==> src/rtl/xw_pkg.sv <==
package xw_pkg;

  typedef enum logic [2:0] {
    FLT_NONE  = 3'd0,
    FLT_SPEC  = 3'd1,
    FLT_SEGX  = 3'd2,
    FLT_PAGEX = 3'd3,
    FLT_PROT  = 3'd4
  } flt_e;

  typedef enum logic [1:0] {
    ACC_READ  = 2'd0,
    ACC_WRITE = 2'd1,
    ACC_FETCH = 2'd2
  } acc_e;

  typedef enum logic [1:0] {
    SP_PRIM = 2'd0,
    SP_ALT  = 2'd1,
    SP_SEC  = 2'd2,
    SP_HOME = 2'd3
  } space_e;

  // walk levels: the table currently being read
  localparam logic [2:0] LV_PAGE = 3'd0;
  localparam logic [2:0] LV_SEG  = 3'd1;
  localparam logic [2:0] LV_R3   = 3'd2;
  localparam logic [2:0] LV_R2   = 3'd3;
  localparam logic [2:0] LV_R1   = 3'd4;

  localparam int CE_REAL_BIT = 5;
  localparam int TE_INV_BIT  = 5;
  localparam int TE_TYPE_LO  = 2;
  localparam int PTE_INV_BIT = 10;
  localparam int PTE_RO_BIT  = 9;
  localparam int PROT_FLAG   = 4;

  typedef struct packed {
    logic r;
    logic w;
    logic x;
  } perm_t;

endpackage

==> src/rtl/xw_index.sv <==
module xw_index #(
  parameter int IDX_W      = 11,
  parameter int PG_IDX_W   = 8,
  parameter int PAGE_SHIFT = 12,
  localparam int AW        = PAGE_SHIFT + PG_IDX_W + 4 * IDX_W
) (
  input  logic [AW-1:0] vaddr,
  input  logic [2:0]    cur_lvl,
  input  logic [2:0]    start_lvl,
  input  logic [AW-1:0] tbl_origin,
  output logic [AW-1:0] ent_addr,
  output logic          range_bad
);
  import xw_pkg::*;

  localparam int SEG_LO = PAGE_SHIFT + PG_IDX_W;
  localparam int ENT_SH = 3;

  function automatic logic [AW-1:0] entry_at(input logic [AW-1:0] org,
                                             input logic [AW-1:0] idx);
    return org + (idx << ENT_SH);
  endfunction

  logic [AW-1:0] idx_of [5];
  logic [4:0]    above;

  assign idx_of[0] = AW'(vaddr[PAGE_SHIFT +: PG_IDX_W]);
  assign above[0]  = 1'b0;

  for (genvar g = 1; g <= 4; g++) begin : g_lvl
    localparam int LO  = SEG_LO + (g - 1) * IDX_W;
    localparam int LIM = SEG_LO + g * IDX_W;
    assign idx_of[g] = AW'(vaddr[LO +: IDX_W]);
    if (LIM >= AW) begin : g_top
      assign above[g] = 1'b0;
    end else begin : g_cut
      assign above[g] = |vaddr[AW-1:LIM];
    end
  end

  always_comb begin
    case (cur_lvl)
      LV_SEG:  ent_addr = entry_at(tbl_origin, idx_of[1]);
      LV_R3:   ent_addr = entry_at(tbl_origin, idx_of[2]);
      LV_R2:   ent_addr = entry_at(tbl_origin, idx_of[3]);
      LV_R1:   ent_addr = entry_at(tbl_origin, idx_of[4]);
      default: ent_addr = entry_at(tbl_origin, idx_of[0]);
    endcase
  end

  always_comb begin
    case (start_lvl)
      LV_SEG:  range_bad = above[1];
      LV_R3:   range_bad = above[2];
      LV_R2:   range_bad = above[3];
      LV_R1:   range_bad = above[4];
      default: range_bad = 1'b0;
    endcase
  end

endmodule

==> src/rtl/xw_entry_chk.sv <==
module xw_entry_chk #(
  parameter int AW         = 64,
  parameter int PAGE_SHIFT = 12
) (
  input  logic [AW-1:0] entry,
  input  logic [2:0]    cur_lvl,
  output logic [2:0]    flt,
  output logic [AW-1:0] ent_origin,
  output logic          ro
);
  import xw_pkg::*;

  logic [1:0] want_type;
  assign want_type  = 2'(cur_lvl - 3'd1);
  assign ent_origin = {entry[AW-1:PAGE_SHIFT], {PAGE_SHIFT{1'b0}}};
  assign ro         = (cur_lvl == LV_PAGE) && entry[PTE_RO_BIT];

  always_comb begin
    flt = FLT_NONE;
    if (cur_lvl == LV_PAGE) begin
      if (entry[PTE_INV_BIT]) flt = FLT_PAGEX;
    end else if (entry[TE_INV_BIT]) begin
      flt = FLT_SEGX;
    end else if (entry[TE_TYPE_LO +: 2] != want_type) begin
      flt = FLT_SPEC;
    end
  end


  always_comb begin
    page_flt_kind_chk: assert (cur_lvl != LV_PAGE || flt == FLT_NONE || flt == FLT_PAGEX);
  end

endmodule

==> src/rtl/xlat_walker.sv <==
module xlat_walker #(
  parameter int IDX_W      = 11,
  parameter int PG_IDX_W   = 8,
  parameter int PAGE_SHIFT = 12,
  localparam int AW        = PAGE_SHIFT + PG_IDX_W + 4 * IDX_W
) (
  input  logic          clk,
  input  logic          rst_n,
  input  logic          req_valid,
  output logic          req_ready,
  input  logic [AW-1:0] req_vaddr,
  input  logic [1:0]    req_kind,
  input  logic          xlat_en,
  input  logic [1:0]    asc_mode,
  input  logic [AW-1:0] ce_primary,
  input  logic [AW-1:0] ce_secondary,
  input  logic [AW-1:0] ce_home,
  output logic          mem_rd_valid,
  input  logic          mem_rd_ready,
  output logic [AW-1:0] mem_rd_addr,
  input  logic          mem_rsp_valid,
  input  logic [AW-1:0] mem_rsp_data,
  output logic          done,
  output logic [2:0]    flt_code,
  output logic [AW-1:0] real_page,
  output logic          perm_r,
  output logic          perm_w,
  output logic          perm_x,
  output logic [AW-1:0] exc_word
);
  import xw_pkg::*;

  typedef enum logic [1:0] {S_IDLE, S_RD, S_WAIT, S_FIN} st_e;

  function automatic space_e pick_space(input logic [1:0] mode, input logic [1:0] kind);
    case (mode)
      2'd2:    return (kind == ACC_FETCH) ? SP_PRIM : SP_SEC;
      2'd3:    return SP_HOME;
      default: return SP_PRIM;
    endcase
  endfunction

  function automatic perm_t base_perm(input logic [1:0] mode, input logic [1:0] kind);
    if (mode == 2'd2) return (kind == ACC_FETCH) ? 3'b001 : 3'b110;
    return 3'b111;
  endfunction

  function automatic logic [AW-1:0] exc_of(input logic [AW-1:0] page,
                                           input space_e sp, input logic prot);
    return page | AW'(sp) | (prot ? AW'(PROT_FLAG) : '0);
  endfunction

  st_e           st;
  logic [AW-1:0] va_q, origin_q;
  logic [1:0]    kind_q;
  space_e        space_q;
  perm_t         perm_q, res_perm;
  logic [2:0]    lvl_q, res_flt;
  logic [AW-1:0] res_page, res_exc;

  // accept-side selection
  logic [AW-1:0] req_page, ce_sel, ce_origin;
  space_e        sp_sel;
  logic [2:0]    start_lvl;

  assign req_page  = {req_vaddr[AW-1:PAGE_SHIFT], {PAGE_SHIFT{1'b0}}};
  assign sp_sel    = pick_space(asc_mode, req_kind);
  assign ce_sel    = (sp_sel == SP_SEC) ? ce_secondary :
                     (sp_sel == SP_HOME) ? ce_home : ce_primary;
  assign ce_origin = {ce_sel[AW-1:PAGE_SHIFT], {PAGE_SHIFT{1'b0}}};
  assign start_lvl = {1'b0, ce_sel[TE_TYPE_LO +: 2]} + 3'd1;

  // shared index unit: idle uses the request, walk uses the held state
  logic          idle;
  logic [AW-1:0] ix_va, ix_org, ent_addr;
  logic [2:0]    ix_lvl;
  logic          range_bad;

  assign idle   = (st == S_IDLE);
  assign ix_va  = idle ? req_page  : va_q;
  assign ix_org = idle ? ce_origin : origin_q;
  assign ix_lvl = idle ? start_lvl : lvl_q;

  xw_index #(.IDX_W(IDX_W), .PG_IDX_W(PG_IDX_W), .PAGE_SHIFT(PAGE_SHIFT)) u_index (
    .vaddr      (ix_va),
    .cur_lvl    (ix_lvl),
    .start_lvl  (start_lvl),
    .tbl_origin (ix_org),
    .ent_addr   (ent_addr),
    .range_bad  (range_bad)
  );

  logic [2:0]    chk_flt;
  logic [AW-1:0] chk_origin;
  logic          chk_ro;

  xw_entry_chk #(.AW(AW), .PAGE_SHIFT(PAGE_SHIFT)) u_chk (
    .entry      (mem_rsp_data),
    .cur_lvl    (lvl_q),
    .flt        (chk_flt),
    .ent_origin (chk_origin),
    .ro         (chk_ro)
  );

  // named internal events
  logic  ev_accept, ev_bypass, ev_range_flt, ev_rsp, ev_walk_flt, ev_leaf;
  perm_t leaf_perm;
  logic  wr_denied;

  assign ev_accept    = idle && req_valid;
  assign ev_range_flt = ev_accept && xlat_en && range_bad;
  assign ev_bypass    = ev_accept && (!xlat_en || (!range_bad && ce_sel[CE_REAL_BIT]));
  assign ev_rsp       = (st == S_WAIT) && mem_rsp_valid;
  assign ev_walk_flt  = ev_rsp && (chk_flt != FLT_NONE);
  assign ev_leaf      = ev_rsp && !ev_walk_flt && (lvl_q == LV_PAGE);
  assign leaf_perm    = '{r: perm_q.r, w: perm_q.w & ~chk_ro, x: perm_q.x};
  assign wr_denied    = (kind_q == ACC_WRITE) && !leaf_perm.w;

  always_ff @(posedge clk or negedge rst_n) begin
    if (!rst_n) begin
      st       <= S_IDLE;
      va_q     <= '0;
      origin_q <= '0;
      kind_q   <= ACC_READ;
      space_q  <= SP_PRIM;
      perm_q   <= '0;
      lvl_q    <= LV_PAGE;
      res_flt  <= FLT_NONE;
      res_page <= '0;
      res_perm <= '0;
      res_exc  <= '0;
    end else begin
      case (st)
        S_IDLE: if (req_valid) begin
          va_q     <= req_page;
          kind_q   <= req_kind;
          space_q  <= sp_sel;
          perm_q   <= base_perm(asc_mode, req_kind);
          lvl_q    <= start_lvl;
          origin_q <= ce_origin;
          res_flt  <= FLT_NONE;
          res_page <= '0;
          res_perm <= '0;
          res_exc  <= '0;
          if (ev_range_flt) begin
            res_flt <= FLT_SPEC;
            res_exc <= exc_of(req_page, sp_sel, 1'b0);
            st      <= S_FIN;
          end else if (ev_bypass) begin
            res_page <= req_page;
            res_perm <= 3'b111;
            st       <= S_FIN;
          end else begin
            st <= S_RD;
          end
        end
        S_RD: if (mem_rd_ready) st <= S_WAIT;
        S_WAIT: if (mem_rsp_valid) begin
          if (ev_walk_flt) begin
            res_flt <= chk_flt;
            res_exc <= exc_of(va_q, space_q, 1'b0);
            st      <= S_FIN;
          end else if (ev_leaf) begin
            if (wr_denied) begin
              res_flt <= FLT_PROT;
              res_exc <= exc_of(va_q, space_q, 1'b1);
            end else begin
              res_page <= chk_origin;
              res_perm <= leaf_perm;
            end
            st <= S_FIN;
          end else begin
            lvl_q    <= lvl_q - 3'd1;
            origin_q <= chk_origin;
            st       <= S_RD;
          end
        end
        default: st <= S_IDLE;
      endcase
    end
  end

  assign req_ready    = idle;
  assign mem_rd_valid = (st == S_RD);
  assign mem_rd_addr  = ent_addr;
  assign done         = (st == S_FIN);
  assign flt_code     = res_flt;
  assign real_page    = res_page;
  assign perm_r       = res_perm.r;
  assign perm_w       = res_perm.w;
  assign perm_x       = res_perm.x;
  assign exc_word     = res_exc;


  done_pulse_chk: assert property (@(posedge clk) disable iff (!rst_n)
    done |=> !done);

  busy_after_accept_chk: assert property (@(posedge clk) disable iff (!rst_n)
    ev_accept |=> !req_ready);

  rd_hold_chk: assert property (@(posedge clk) disable iff (!rst_n)
    (mem_rd_valid && !mem_rd_ready) |=> (mem_rd_valid && $stable(mem_rd_addr)));

  rd_align_chk: assert property (@(posedge clk) disable iff (!rst_n)
    mem_rd_valid |-> (mem_rd_addr[2:0] == 3'b000));

  range_flt_chk: assert property (@(posedge clk) disable iff (!rst_n)
    ev_range_flt |=> (done && flt_code == FLT_SPEC && !mem_rd_valid));

  write_perm_chk: assert property (@(posedge clk) disable iff (!rst_n)
    (done && flt_code == FLT_NONE && kind_q == ACC_WRITE) |-> perm_w);

  clean_exc_chk: assert property (@(posedge clk) disable iff (!rst_n)
    (done && flt_code == FLT_NONE) |-> (exc_word == '0));

  fault_perm_chk: assert property (@(posedge clk) disable iff (!rst_n)
    (done && flt_code != FLT_NONE) |-> (!perm_r && !perm_w && !perm_x && real_page == '0));

endmodule

==> config.mk <==
export PLATFORM = sky130hd
export DESIGN_NAME = xlat_walker
export DESIGN_NICKNAME = d
export VERILOG_FILES = /design/src/rtl/xw_pkg.sv /design/src/rtl/xw_index.sv /design/src/rtl/xw_entry_chk.sv /design/src/rtl/xlat_walker.sv
export SDC_FILE = /design/constraint.sdc
export NUM_CORES = 1
export LEC_CHECK = 0
export ABC_AREA = 1
export BUFFER_PORTS_ARGS = -buffer_cell sky130_fd_sc_hd__buf_2
export CAP_MARGIN = 20
export CELL_PAD_IN_SITES_DETAIL_PLACEMENT = 1
export CELL_PAD_IN_SITES_GLOBAL_PLACEMENT = 1
export CORE_ASPECT_RATIO = 1.4
export CORE_MARGIN = 2
export CORE_UTILIZATION = 36
export DETAILED_ROUTE_END_ITERATION = 7
export PLACE_DENSITY_LB_ADDON = 0.1
export SLEW_MARGIN = 5
export SYNTH_ARGS = -nofsm -noshare
export SYNTH_HDL_FRONTEND = slang
export SYNTH_HIERARCHICAL = 1
export SYNTH_SLANG_ARGS = --single-unit
==> constraint.sdc <==
create_clock -name clk -period 10.4 [get_ports clk]
set_input_delay 2.6 -clock clk [delete_from_list [all_inputs] [get_ports clk]]
set_output_delay 2.6 -clock clk [all_outputs]
set_load 0.02 [all_outputs]
## Yosys cells after proc, flatten, opt, wreduce, memory -nomap -nowiden

Index checks and enable logic that the tools add are counted.

- Bits in registers: 262
- Output and inout bits: 201
- Logic and storage cells: 147

- Mux-type cells: 67
- Add/sub/neg operators: 7
- Eq/ne operators: 26
- Reduce and logical (&&, ||, !) cells: 28
- Bitwise logic cells: 4

Operators with widths:

| cell | count |
|---|---|
| 64-bit 2-to-1 mux | 21 |
| 64-bit case mux with 2 select lines | 3 |
| 64-bit by 14-bit adder with 64-bit output | 4 |
| 64-bit case mux with 4 select lines | 1 |
| 64-bit by 2-bit OR with 64-bit output | 2 |
| 3-bit 2-to-1 mux | 22 |
| 64-bit by 11-bit adder with 64-bit output | 1 |
| 33-bit OR reduction | 1 |
| 22-bit OR reduction | 1 |
| 2-bit 2-to-1 mux | 9 |
| 3-bit case mux with 2 select lines | 3 |
| 2-bit == test (second input constant) | 7 |
| 3-bit by 2-bit == test with 1-bit output (second input constant) | 4 |
| 2-bit inequality test (second input constant) | 6 |
| 1-bit logical AND | 11 |
| 11-bit OR reduction | 1 |
| 5-bit AND reduction | 2 |
| 3-bit by 1-bit == test with 1-bit output (second input constant) | 2 |
| 3-bit inequality test (second input constant) | 2 |
| 2-bit case mux with 3 select lines | 1 |
| 6-bit AND reduction | 1 |
| 1-bit 2-to-1 mux | 5 |
| 2-bit by 1-bit == test with 1-bit output (second input constant) | 2 |
| 1-bit zero test | 4 |
| other kinds (16) | 16 |

## Longest topological paths before layout

Gate-level depths: netlist of run 1.

- Depth after elaboration: 17
- Depth in mapped cells: 31

## By module

Netlist of run 1, hierarchy kept.

Modules (own cells, without submodules):

| module | seq. area each (um^2) | instances | area each (um^2) | cells each |
|---|---|---|---|---|
| xlat_walker | 6306.0 | 1 | 13738.2 | 1928 |
| xw_index | 0.0 | 1 | 3316.9 | 679 |
| xw_entry_chk | 0.0 | 1 | 595.6 | 88 |

## Least setup slack after synthesis of run 1

OpenSTA, ideal clock, no wires.

- Path kind: input to output
- Start: in asc_mode[1]
- End: out mem_rd_addr[31]
- Arrival: 6460 ps
- Stages: 24
- Setup slack: 1340 ps
- Buffers on the path: 2
- Cells stage by stage: inv_1 nor2_1 nand2_1 buf_2 o21ai_0 inv_1 ha_1 nand2_1 o21ai_0 inv_1 nand3_2 o211ai_2 buf_4 a31oi_1 ha_1 fa_1 nand3_1 nand3_2 nand2_1 nand2_2 nand2_1 nand2_2 nand2_1 xor2_1

- Word-level cells in the longest chain between the ends: 9
- Elaborated cells between the ends (all ways): 20
- Classes of those cells: add/sub (6); eq/ne (8); mux (6)

RTL lines:

| item | line | text |
|---|---|---|
| start, declared | xlat_walker.sv:14 | `input logic [1:0] asc_mode,` |
| 2-bit == test | xlat_walker.sv:36 | `case (mode)` |
| 2-bit case mux with 2 select lines (*) | xlat_walker.sv:36 |  |
| 2-bit == test | xlat_walker.sv:69 | `(sp_sel == SP_HOME) ? ce_home : ce_primary;` |
| 64-bit 2-to-1 mux | xlat_walker.sv:69 |  |
| 64-bit 2-to-1 mux (*) | xlat_walker.sv:68 | `assign ce_sel = (sp_sel == SP_SEC) ? ce_secondary :` |
| 2-bit by 1-bit adder with 3-bit output (*) | xlat_walker.sv:71 | `assign start_lvl = {1'b0, ce_sel[TE_TYPE_LO +: 2]} + 3'd1;` |
| named net start_lvl[0] | xlat_walker.sv:64 | `logic [2:0] start_lvl;` |
| 3-bit 2-to-1 mux (*) | xlat_walker.sv:82 | `assign ix_lvl = idle ? start_lvl : lvl_q;` |
| 3-bit == test (tied with other cells) | xw_index.sv:42 | `case (cur_lvl)` |
| 64-bit case mux with 4 select lines (*) | xw_index.sv:42 |  |
| end, declared | xlat_walker.sv:20 | `output logic [AW-1:0] mem_rd_addr,` |

Mark *: on every way through the listed nets, which the timed path passes. The rest lies on a longest branch.

## Worst setup path after layout of run 1

Same ends and word-level chain as after synthesis.

==> flow_metrics.tcl, run 1 <==
set metrics [dict create \
    outcome "complete, no violations" \
    place_congestion 0.972 \
    grt_max_degree 88 \
    p_leak_nw 11.2 \
    io_buffers 475 \
    syn_area_um2 17700 \
    finalInstanceArea_um2 20900 \
    cts_buffers 28 \
    die_width_um 191 \
    hp-class "reg -> reg" \
    floorplan.core_area_um2 48800 \
    layout_setup_ws_ns 0.382 \
    drtAntennaViolNets 0 \
    ff2ff_path_depth 16 \
    grt_pass1_vias 19800 \
    grt.total_usage_pct 30.9 \
    critPathRequiredTime_ns 7.80 \
    ios 531 \
    synth_top_cell_area_share_pct 35.7 \
    ys_types 47 \
    power.net_switching_mw 4.08 \
    clockBufferDepth 3 \
    internal-power_mw 3.25 \
    drt_first_pass_iters 5 \
    finClkSkew_ns 0.0109 \
    rows 96 \
    min_period_ns 10.02 \
    holdPathEnd "exc_word[2]$_DFFE_PN0P_" \
    path_clk_slew_ns 0.06 \
    wl_per_cell_um 21.7 \
    fmax_ghz 0.0998 \
    timing.rr.end "real_page[18]$_DFFE_PN0P_" \
    crit_arrival_ns 7.42 \
    routed_wl_mm 80.3 \
    antenna_found_initial 14 \
    synth_edf_count 0 \
    postSynthCellCount 2695 \
    tightest_slew_ns 0.977 \
    setup-tns-final_ns 0 \
    clkSinkCount 252 \
    finalHoldViolCount 0 \
    setup-violations-final 0 \
    cap_violations 0 \
    power_density_nw_per_um2 351 \
    synthFlopType "dfrtp_1" \
    critPathKind "in -> out" \
    via_per_inst 5.23 \
    slew_headroom_pct 34.5 \
    vdd.ir_drop.worst_uv 281 \
    rr_startpoint "st[1]$_DFFE_PN0P_" \
    min_period_over_period_pct 96.3 \
    drc 0 \
    htree_levels 1 \
    power_frac_seq_pct 22.7 \
    end_kind "output pin" \
    worstHoldStart "exc_word[2]$_DFFE_PN0P_" \
    reg2reg_slack_ns 5.78 \
    start_kind "input pin" \
    final_net_count 3380 \
    met1_usage_pct 38.4 \
    stdcell_count 3698 \
    grt_use_met2_pct 56.2 \
    start_util_pct 36.2 \
    clk_latency_ns 0.57 \
    ys_async_sr_fraction_pct 100 \
    pre_cts_ws_ns 0.246 \
    holdPathStages 2 \
    area_growth_pct 18.4 \
    ys_ff_latch 252 \
    die_y_um 266 \
    yosysTopAreaCell "dfrtp_1" \
    placed_cells 3641 \
    drive_above_1_share_pct 20.1 \
    clock_power_share_pct 13.9 \
    syn_area_per_cell_um2 6.55 \
    rsz0062_at_grt "false" \
    yosys_warnings 6 \
    vias 19300 \
    hpwlAfterDp_mm 63.2 \
    die_area_um2 50800 \
    drt_iter0_markers 998 \
    grt_overflow 0 \
    yosysSeqAreaShare_pct 35.7 \
    top_usage_layer "met2" \
    report.final.slew_viol_count 0 \
    grt_first_pass_wirelength_mm 119 \
    switching_share_pct 55.7 \
    cts_tree "built" \
    clockRootBuffer "clkbuf_16" \
    crit_fanout 16 \
    pwr-share-comb_pct 63.4 \
    placed_cell_area_um2 19900 \
    met3_usage_pct 3.08 \
    power_mw 7.33 \
    synth_area_leaders "dfrtp_1 36%, nand2_1 16%, nor2_1 6.8%" \
]
## state kept, by name, summed over array words and instances, names as in the netlist, 2 cells and up
name       count
origin_q      64
real_page     64
exc_word      55
va_q          52
flt_code       3
lvl_q          3
kind_q         2
leaf_perm      2
space_q        2
st             2
## layout by cell type, fill, tap and decap left out, types with 2 or more instances in the layout
cell	n
xnor2_1	3
nor4_1	3
nor2_4	2
diode_2	10
nor3_1	14
o21ai_2	3
nand2_4	3
nor2_2	15
xor2_1	27
nand2_2	18
a22o_1	2
o22ai_1	9
o2111ai_1	3
nand3_2	8
conb_1	22
buf_2	474
nor3_4	2
dfrtp_1	252
clkinvlp_4	2
inv_2	8
o21ai_0	205
nand4_1	29
or2_1	2
o211ai_1	53
clkbuf_8	8
a31oi_1	60
nor3b_1	2
nor2_1	320
nand3b_1	17
clkinv_2	4
nand3_1	113
nand2_1	761
clkbuf_1	3
a21oi_1	176
inv_1	294
o21ai_1	47
ha_1	15
clkbuf_16	29
buf_4	30
## cells by family (layout without fill, tap and decap cells)
family                     Yosys count  in the layout  synth area share (%)
AOI/OAI and AO/OA                  564            564                  17.5
xor gates and xnor gates            30             30                  1.49
adders and majority gates           16             16                  1.18
buffers and inverters              520            856                  13.4
DFF                                252            252                  35.7
other                                2             32                0.0425
and+or+nand+nor                   1311           1311                  30.7
## synth_stat cells (all sizes together), types with 16 or more instances
library cell	instances
a31oi	60
clkbuf	64
nand3	121
xor2	27
dfrtp	252
nand4	30
buf	152
nor3	16
a21oi	177
nand3b	17
o21ai	255
nor2	337
inv	303
o211ai	54
nand2	782
## worst max path at each step
stage          cells after the start        start  slack, ns              end
5_1_grt                           27  asc_mode[1]       0.02  mem_rd_addr[49]
6_report                          26  asc_mode[1]       0.38  mem_rd_addr[31]
4_1_cts                           24  asc_mode[1]       0.24  mem_rd_addr[31]
3_3_place_gp                      24  asc_mode[1]       0.43  mem_rd_addr[31]
2_1_floorplan                     24  asc_mode[1]       1.34  mem_rd_addr[31]
3_5_place_dp                      24  asc_mode[1]       0.25  mem_rd_addr[31]
## stage by stage
stage                     hold slack [ns]  util (%)
after floorplan                     0.450         -
after global placement              0.455      40.9
after detailed placement            0.463      40.9
after CTS                           0.480      42.8
after global routing                0.511      42.8
final                               0.480      42.8
## final cells by class
class | count | area (µm²)
timing repair buffer | 505 | 2610
inverter | 304 | 1140
tap | 637 | 797
fill | 6553 | 27900
sequential | 252 | 6310
antenna | 10 | 25.0
clock buffer | 40 | 847
clock inverter | 7 | 68.8
multi-input combinational | 1943 | 9090
## power groups by stage
stage / clock (mW) / sequential (mW) / combinational, mW
4_1_cts: 1.04 / 1.66 / 4.66
6_report: 1.02 / 1.66 / 4.64
3_3_place_gp: 0 / 1.65 / 4.54
2_1_floorplan: 0 / 1.83 / 2.75
3_5_place_dp: 0 / 1.67 / 4.64
5_1_grt: 1.07 / 1.71 / 5.06
## critical path: stages
cell and delay, ns:
buf_2 0.13, inv_1 0.06, nor2_2 0.27, nand2_2 0.19, o21ai_0 0.21, buf_4 0.20, inv_1 0.05, ha_1 0.37
nand2_1 0.07, o21ai_0 0.24, inv_1 0.18, nand3_2 0.21, o211ai_2 0.32, nor2_1 0.20, a31oi_1 0.10, ha_1 0.34
fa_1 0.45, nand3_1 0.10, nand3_2 0.17, nand2_1 0.12, nand2_2 0.10, nand2_1 0.11, nand2_2 0.12, nand2_1 0.12
xor2_1 0.17, buf_2 0.19
## layer usage
| metal | vias up | part of all wire (%) |
|---|---|---|
| li1 | 9237 | - |
| met1 | 9473 | 42 |
| met2 | 507 | 51 |
| met3 | 108 | 4.0 |
| met4 | 8 | 2.8 |
| met5 | - | 0.062 |
## timing repair
item / CTS / global route
buffers inserted: 0 / 0
hold buffers: 0 / 0
hold endpoints to repair: 0 / 0
endpoints found under the setup margin: 0 / 27
resized for setup: 0 / 2
No activity file was read; power rests on OpenSTA's default activity.
==> inputs of run 2 (changes only) <==
Clock period 10.4 ns to 10.9 ns, I/O delays scaled along.
==> run 2 against run 1 <==
Compared with the run above:
- cell area up 0.41%
- largest power group unchanged
- utilization up 0.17 points
- clock power up 5%
- highest routed layer unchanged
- final cell count unchanged
- via count down 0.79%
- largest cell class unchanged
==> flow_metrics.tcl, run 2 (same netlist as run 1, synthesis figures left out) <==
set metrics [dict create \
    internal-power_mw 3.19 \
    cap_violations 0 \
    rows 96 \
    nFillCells 6564 \
    floorplan.core_area_um2 48800 \
    die_y_um 266 \
    path_cells "buf_2 > inv_1 > nand2_1 > nand2_2 > buf_4 > nor2_1 > a21oi_1 > ha_1 > nand2_1 > o21ai_1 > nand3_2 > o211ai_4 > a31oi_1 > ha_1 > fa_1 > nand3_1 > nand3_2 > nand2_1 > nand2_1 > nand2_1 > o21ai_2 > xor2_1 > buf_2" \
    via_per_inst 5.19 \
    fmax_ghz 0.0949 \
    cp_common_cell "nand2_1" \
    grt_pass1_vias 19800 \
    pwr-share-comb_pct 62.5 \
    cts-resized-gates 0 \
    finClkSkew_ns 0.0129 \
    vias 19200 \
    rsz0062_at_grt "false" \
    mostFrequentLayoutCell "nand2_1" \
    path_clk_slew_ns 0.07 \
    die_area_um2 50800 \
    crit_buf_inv 4 \
    layout_setup_ws_ns 0.361 \
    regArea_um2 6310 \
    end_kind "output pin" \
    p_leak_nw 11.2 \
    slew_headroom_pct 29.5 \
    min_period_over_period_pct 96.7 \
    setup-tns-final_ns 0 \
    clkSinkCount 252 \
    place_congestion 0.951 \
    area_growth_pct 18.8 \
    drt_iter0_markers 946 \
    vdd.ir_drop.worst_uv 225 \
    path_delay_family "simple AND/OR/NAND/NOR gates" \
    critPathRequiredTime_ns 8.18 \
    start_util_pct 36.2 \
    setup-violations-final 0 \
    drt_first_pass_iters 5 \
    drtAntennaViolNets 0 \
    outcome "complete, no violations" \
    cts_buffers 28 \
    cpPeakStageDelay_ns 0.46 \
    antenna_found_initial 20 \
    clk_latency_ns 0.57 \
    power_density_nw_per_um2 338 \
    multi_input_area_um2 9100 \
    power_frac_seq_pct 22.3 \
    ctsHoldBuffers 0 \
    hp-class "reg -> reg" \
    grt_overflow 0 \
    crit_fanout 25 \
    layout_common_cells "761 x nand2_1, 474 x buf_2, 320 x nor2_1" \
    ios 531 \
    crit_arrival_ns 7.81 \
    hpwlAfterDp_mm 63.1 \
    drc 0 \
    switching_share_pct 55.0 \
    drive_above_1_share_pct 19.9 \
    grt_first_pass_wirelength_mm 120 \
    tightest_slew_ns 1.06 \
    cts_tree "built" \
    io_buffers 475 \
    start_kind "input pin" \
    finalHoldViolCount 0 \
    wl_per_cell_um 21.7 \
    report.final.slew_viol_count 0 \
    post-cts-setup-buffers 0 \
    htree_levels 1 \
    clockBufferDepth 3 \
    final_net_count 3374 \
    grt.total_usage_pct 31.1 \
    pre_cts_ws_ns 0.158 \
    min_period_ns 10.54 \
    slowest_stage "fa_1" \
    critPathKind "in -> out" \
    grt_max_degree 141 \
    routed_wl_mm 80.2 \
    power.net_switching_mw 3.90 \
    clock_power_share_pct 15.2 \
    die_width_um 191 \
    clockRootBuffer "clkbuf_16" \
]
run 2: through the flow:
stage	cells	power [mW]	instance area [µm²]	hold WS [ns]	util, %
final	3698	7.08	21000	0.474	43.0
after global routing	3695	7.60	21000	0.504	43.0
after CTS	3685	7.10	20900	0.478	42.9
after detailed placement	3635	6.00	19900	0.462	40.8
after global placement	3635	5.89	19900	0.454	40.8
after floorplan	2715	4.37	17700	0.450	-
run 2: worst paths after layout:
path,start,cells after the start,slack [ns],to
max,req_kind[0],23,0.36,mem_rd_addr[25]
min,exc_word[2]$_DFFE_PN0P_,2,0.47,exc_word[2]$_DFFE_PN0P_
max reg2reg,st[1]$_DFFE_PN0P_,16,6.32,real_page[28]$_DFFE_PN0P_
min reg2reg,exc_word[2]$_DFFE_PN0P_,2,0.47,exc_word[2]$_DFFE_PN0P_
max in group asynchronous,rst_n,2,7.23,origin_q[29]$_DFFE_PN0P_
min in group asynchronous,rst_n,1,2.19,real_page[51]$_DFFE_PN0P_
run 2: final cells by class:
type	count	area share (%)
diodes	13	0.155
clock inverters	12	1.04
multi-input cells	1943	43.4
repair buffers	499	12.3
flip-flops and latches	252	30.1
inverters	304	5.46
clock buffers	38	3.81
well taps	637	3.80
run 2: per-layer routing:
metal  track usage [%]  routed length [µm]
met5                 0                  73
met4              12.8                3590
met3              4.44                4040
met2              53.9               39400
met1              38.6               33100
run 2: worst register-to-register path, stage by stage, from the launching register on:
cell and delay (ns):
dfrtp_1 0.49, nor2_4 0.07, inv_2 0.35, buf_4 0.63, o21ai_0 0.33, nor2_1 0.14
nand2_1 0.07, nor3_1 0.30, nand3_1 0.19, o21ai_0 0.21, nand2_1 0.12, inv_1 0.08
nand3_1 0.07, nand2_1 0.51, buf_4 0.49, nand3_1 0.26, a21oi_1 0.19
run 2: power by group through the flow:
stage               combinational, mW  clock (mW)  sequential (mW)
floorplan                        2.62           0             1.74
global placement                 4.32           0             1.57
detailed placement               4.41           0             1.59
CTS                              4.43        1.10             1.58
global route                     4.85        1.13             1.63
finish                           4.43        1.07             1.58
==> inputs of run 3 (changes only) <==
Settings changed: PLACE_DENSITY set to 0.78, PLACE_DENSITY_LB_ADDON 0.1 to not set.
==> run 3 against run 2 <==
Compared with the run above:
- non-clock buffer count unchanged
- flip-flop and latch count did not move
- combinational power about the same
- sequential power about the same
- worst hold slack worse by 0.00055 ns
- final cell count decreased by 0.11%
- sequential share of layout area is essentially flat
- die area is the same
- first-iteration DRC count is 23% higher
==> flow_metrics.tcl, run 3 (same netlist as run 1, synthesis figures left out) <==
set metrics [dict create \
    power_frac_seq_pct 22.3 \
    power.net_switching_mw 3.93 \
    p_leak_nw 11.3 \
    setup-tns-final_ns 0 \
    crit_fanout 14 \
    drt_first_pass_iters 5 \
    power_mw 7.10 \
    start_kind "input pin" \
    wl_per_cell_um 21.9 \
    cts_buffers 29 \
    grt_max_degree 161 \
    grt_pass1_vias 20000 \
    fmax_ghz 0.0952 \
    via_per_inst 5.29 \
    layout_common_cells "760 x nand2_1, 474 x buf_2, 321 x nor2_1" \
    clockRootBuffer "clkbuf_16" \
    finClkSkew_ns 0.0308 \
    cap_violations 0 \
    grt_first_pass_wirelength_mm 120 \
    clk_latency_ns 0.58 \
    drc 0 \
    report.final.slew_viol_count 0 \
    die_width_um 191 \
    slew_headroom_pct 28.3 \
    path_clk_slew_ns 0.06 \
    nFillCells 6607 \
    die_area_um2 50800 \
    rr_startpoint "st[1]$_DFFE_PN0P_" \
    start_util_pct 36.2 \
    ff2ff_path_depth 15 \
    drive_above_1_share_pct 20.1 \
    drt_iter0_markers 1160 \
    final_net_count 3375 \
    tightest_slew_ns 1.08 \
    worstHoldStart "exc_word[2]$_DFFE_PN0P_" \
    switching_share_pct 55.3 \
    area_growth_pct 18.8 \
    clkSinkCount 252 \
    internal-power_mw 3.17 \
    holdPathEnd "exc_word[2]$_DFFE_PN0P_" \
    ctsHoldBuffers 0 \
    clockBufferDepth 3 \
    floorplan.core_area_um2 48800 \
    setup-violations-final 0 \
    min_period_over_period_pct 96.4 \
    pwr-share-comb_pct 62.5 \
    grt.total_usage_pct 31.1 \
    vias 19500 \
    power_density_nw_per_um2 338 \
    critPathRequiredTime_ns 8.18 \
    crit_arrival_ns 7.78 \
    drtAntennaViolNets 0 \
    hp-class "reg -> reg" \
    finalHoldViolCount 0 \
    io_buffers 475 \
    ios 531 \
    antenna_found_initial 5 \
    hpwlAfterDp_mm 63.2 \
    grt_overflow 0 \
    postLayoutCoreUtil_pct 43.0 \
    die_y_um 266 \
    holdWs_ns 0.473 \
    critPathKind "in -> out" \
    rows 96 \
    vdd.ir_drop.worst_uv 240 \
    reg2reg_slack_ns 6.50 \
    min_period_ns 10.51 \
    htree_levels 1 \
    holdPathStages 2 \
    timing.rr.end "exc_word[33]$_DFFE_PN0P_" \
    outcome "complete, no violations" \
    rsz0062_at_grt "false" \
    cts_tree "built" \
    routed_wl_mm 81.0 \
    clock_power_share_pct 15.1 \
    place_congestion 0.986 \
    mostFrequentLayoutCell "nand2_1" \
    end_kind "output pin" \
]
## run 3: area by class of cell
class                           instances  area (µm²)  area share, %
Sequential cell                       252        6310           30.1
Clock buffer                           40         847           4.04
Antenna cell                            5        12.5         0.0596
Clock inverter                         14         188          0.895
Multi-Input combinational cell       1943        9090           43.3
Inverter                              304        1140           5.46
Timing Repair Buffer                  499        2590           12.4
Tap cell                              637         797           3.80
## run 3: routing by layer
| layer | GRT usage (%) | wire length, µm |
|---|---|---|
| met5 | 0 | 0 |
| met2 | 55.7 | 40900 |
| met3 | 2.75 | 3520 |
| met4 | 13.2 | 3870 |
| met1 | 38.1 | 32700 |
## run 3: worst max-delay path by stage
| stage | startpoint | end | slack (ns) | cells after the start |
|---|---|---|---|---|
| after CTS | asc_mode[1] | mem_rd_addr[25] | 0.28 | 24 |
| after global routing | asc_mode[1] | mem_rd_addr[25] | 0.03 | 25 |
| after detailed placement | asc_mode[1] | mem_rd_addr[25] | 0.33 | 24 |
| final | asc_mode[1] | mem_rd_addr[34] | 0.39 | 25 |
| after global placement | asc_mode[1] | mem_rd_addr[25] | 0.50 | 24 |
| after floorplan | asc_mode[1] | mem_rd_addr[31] | 1.59 | 24 |
## run 3: critical path, stage by stage
cell,delay (ns)
buf_2,0.13
inv_1,0.05
nor2_1,0.25
nand2_4,0.24
o21ai_0,0.31
buf_4,0.22
inv_1,0.05
ha_1,0.23
nand2_1,0.08
o21ai_0,0.30
inv_1,0.17
nand3_1,0.30
o22ai_1,0.45
a21oi_1,0.08
a31oi_1,0.32
ha_1,0.36
nand2_1,0.15
inv_1,0.06
a21oi_1,0.22
nand2_2,0.15
nand2_1,0.10
nand2_1,0.22
nand2_1,0.18
xor2_1,0.22
buf_2,0.20
## run 3: stage by stage
step                cells  cell area [µm²]  worst slack (ns)
floorplan            2715            17700              1.59
global placement     3634            19900             0.497
detailed placement   3634            19900             0.329
finish               3694            21000             0.392
global route         3694            21000            0.0260
CTS                  3688            20900             0.284
## run 3: what timing repair did
action                     4_1_cts  5_1_grt
resized for setup                0        1
setup buffers                    0        0
setup endpoints to repair        0        7
## run 3: power groups by stage
stage / Clock, mW / Combinational, mW / Sequential (mW)
final: 1.07 / 4.44 / 1.59
after detailed placement: 0 / 4.42 / 1.59
after floorplan: 0 / 2.62 / 1.74
after global placement: 0 / 4.30 / 1.57
after CTS: 1.09 / 4.44 / 1.58
after global routing: 1.13 / 4.83 / 1.63
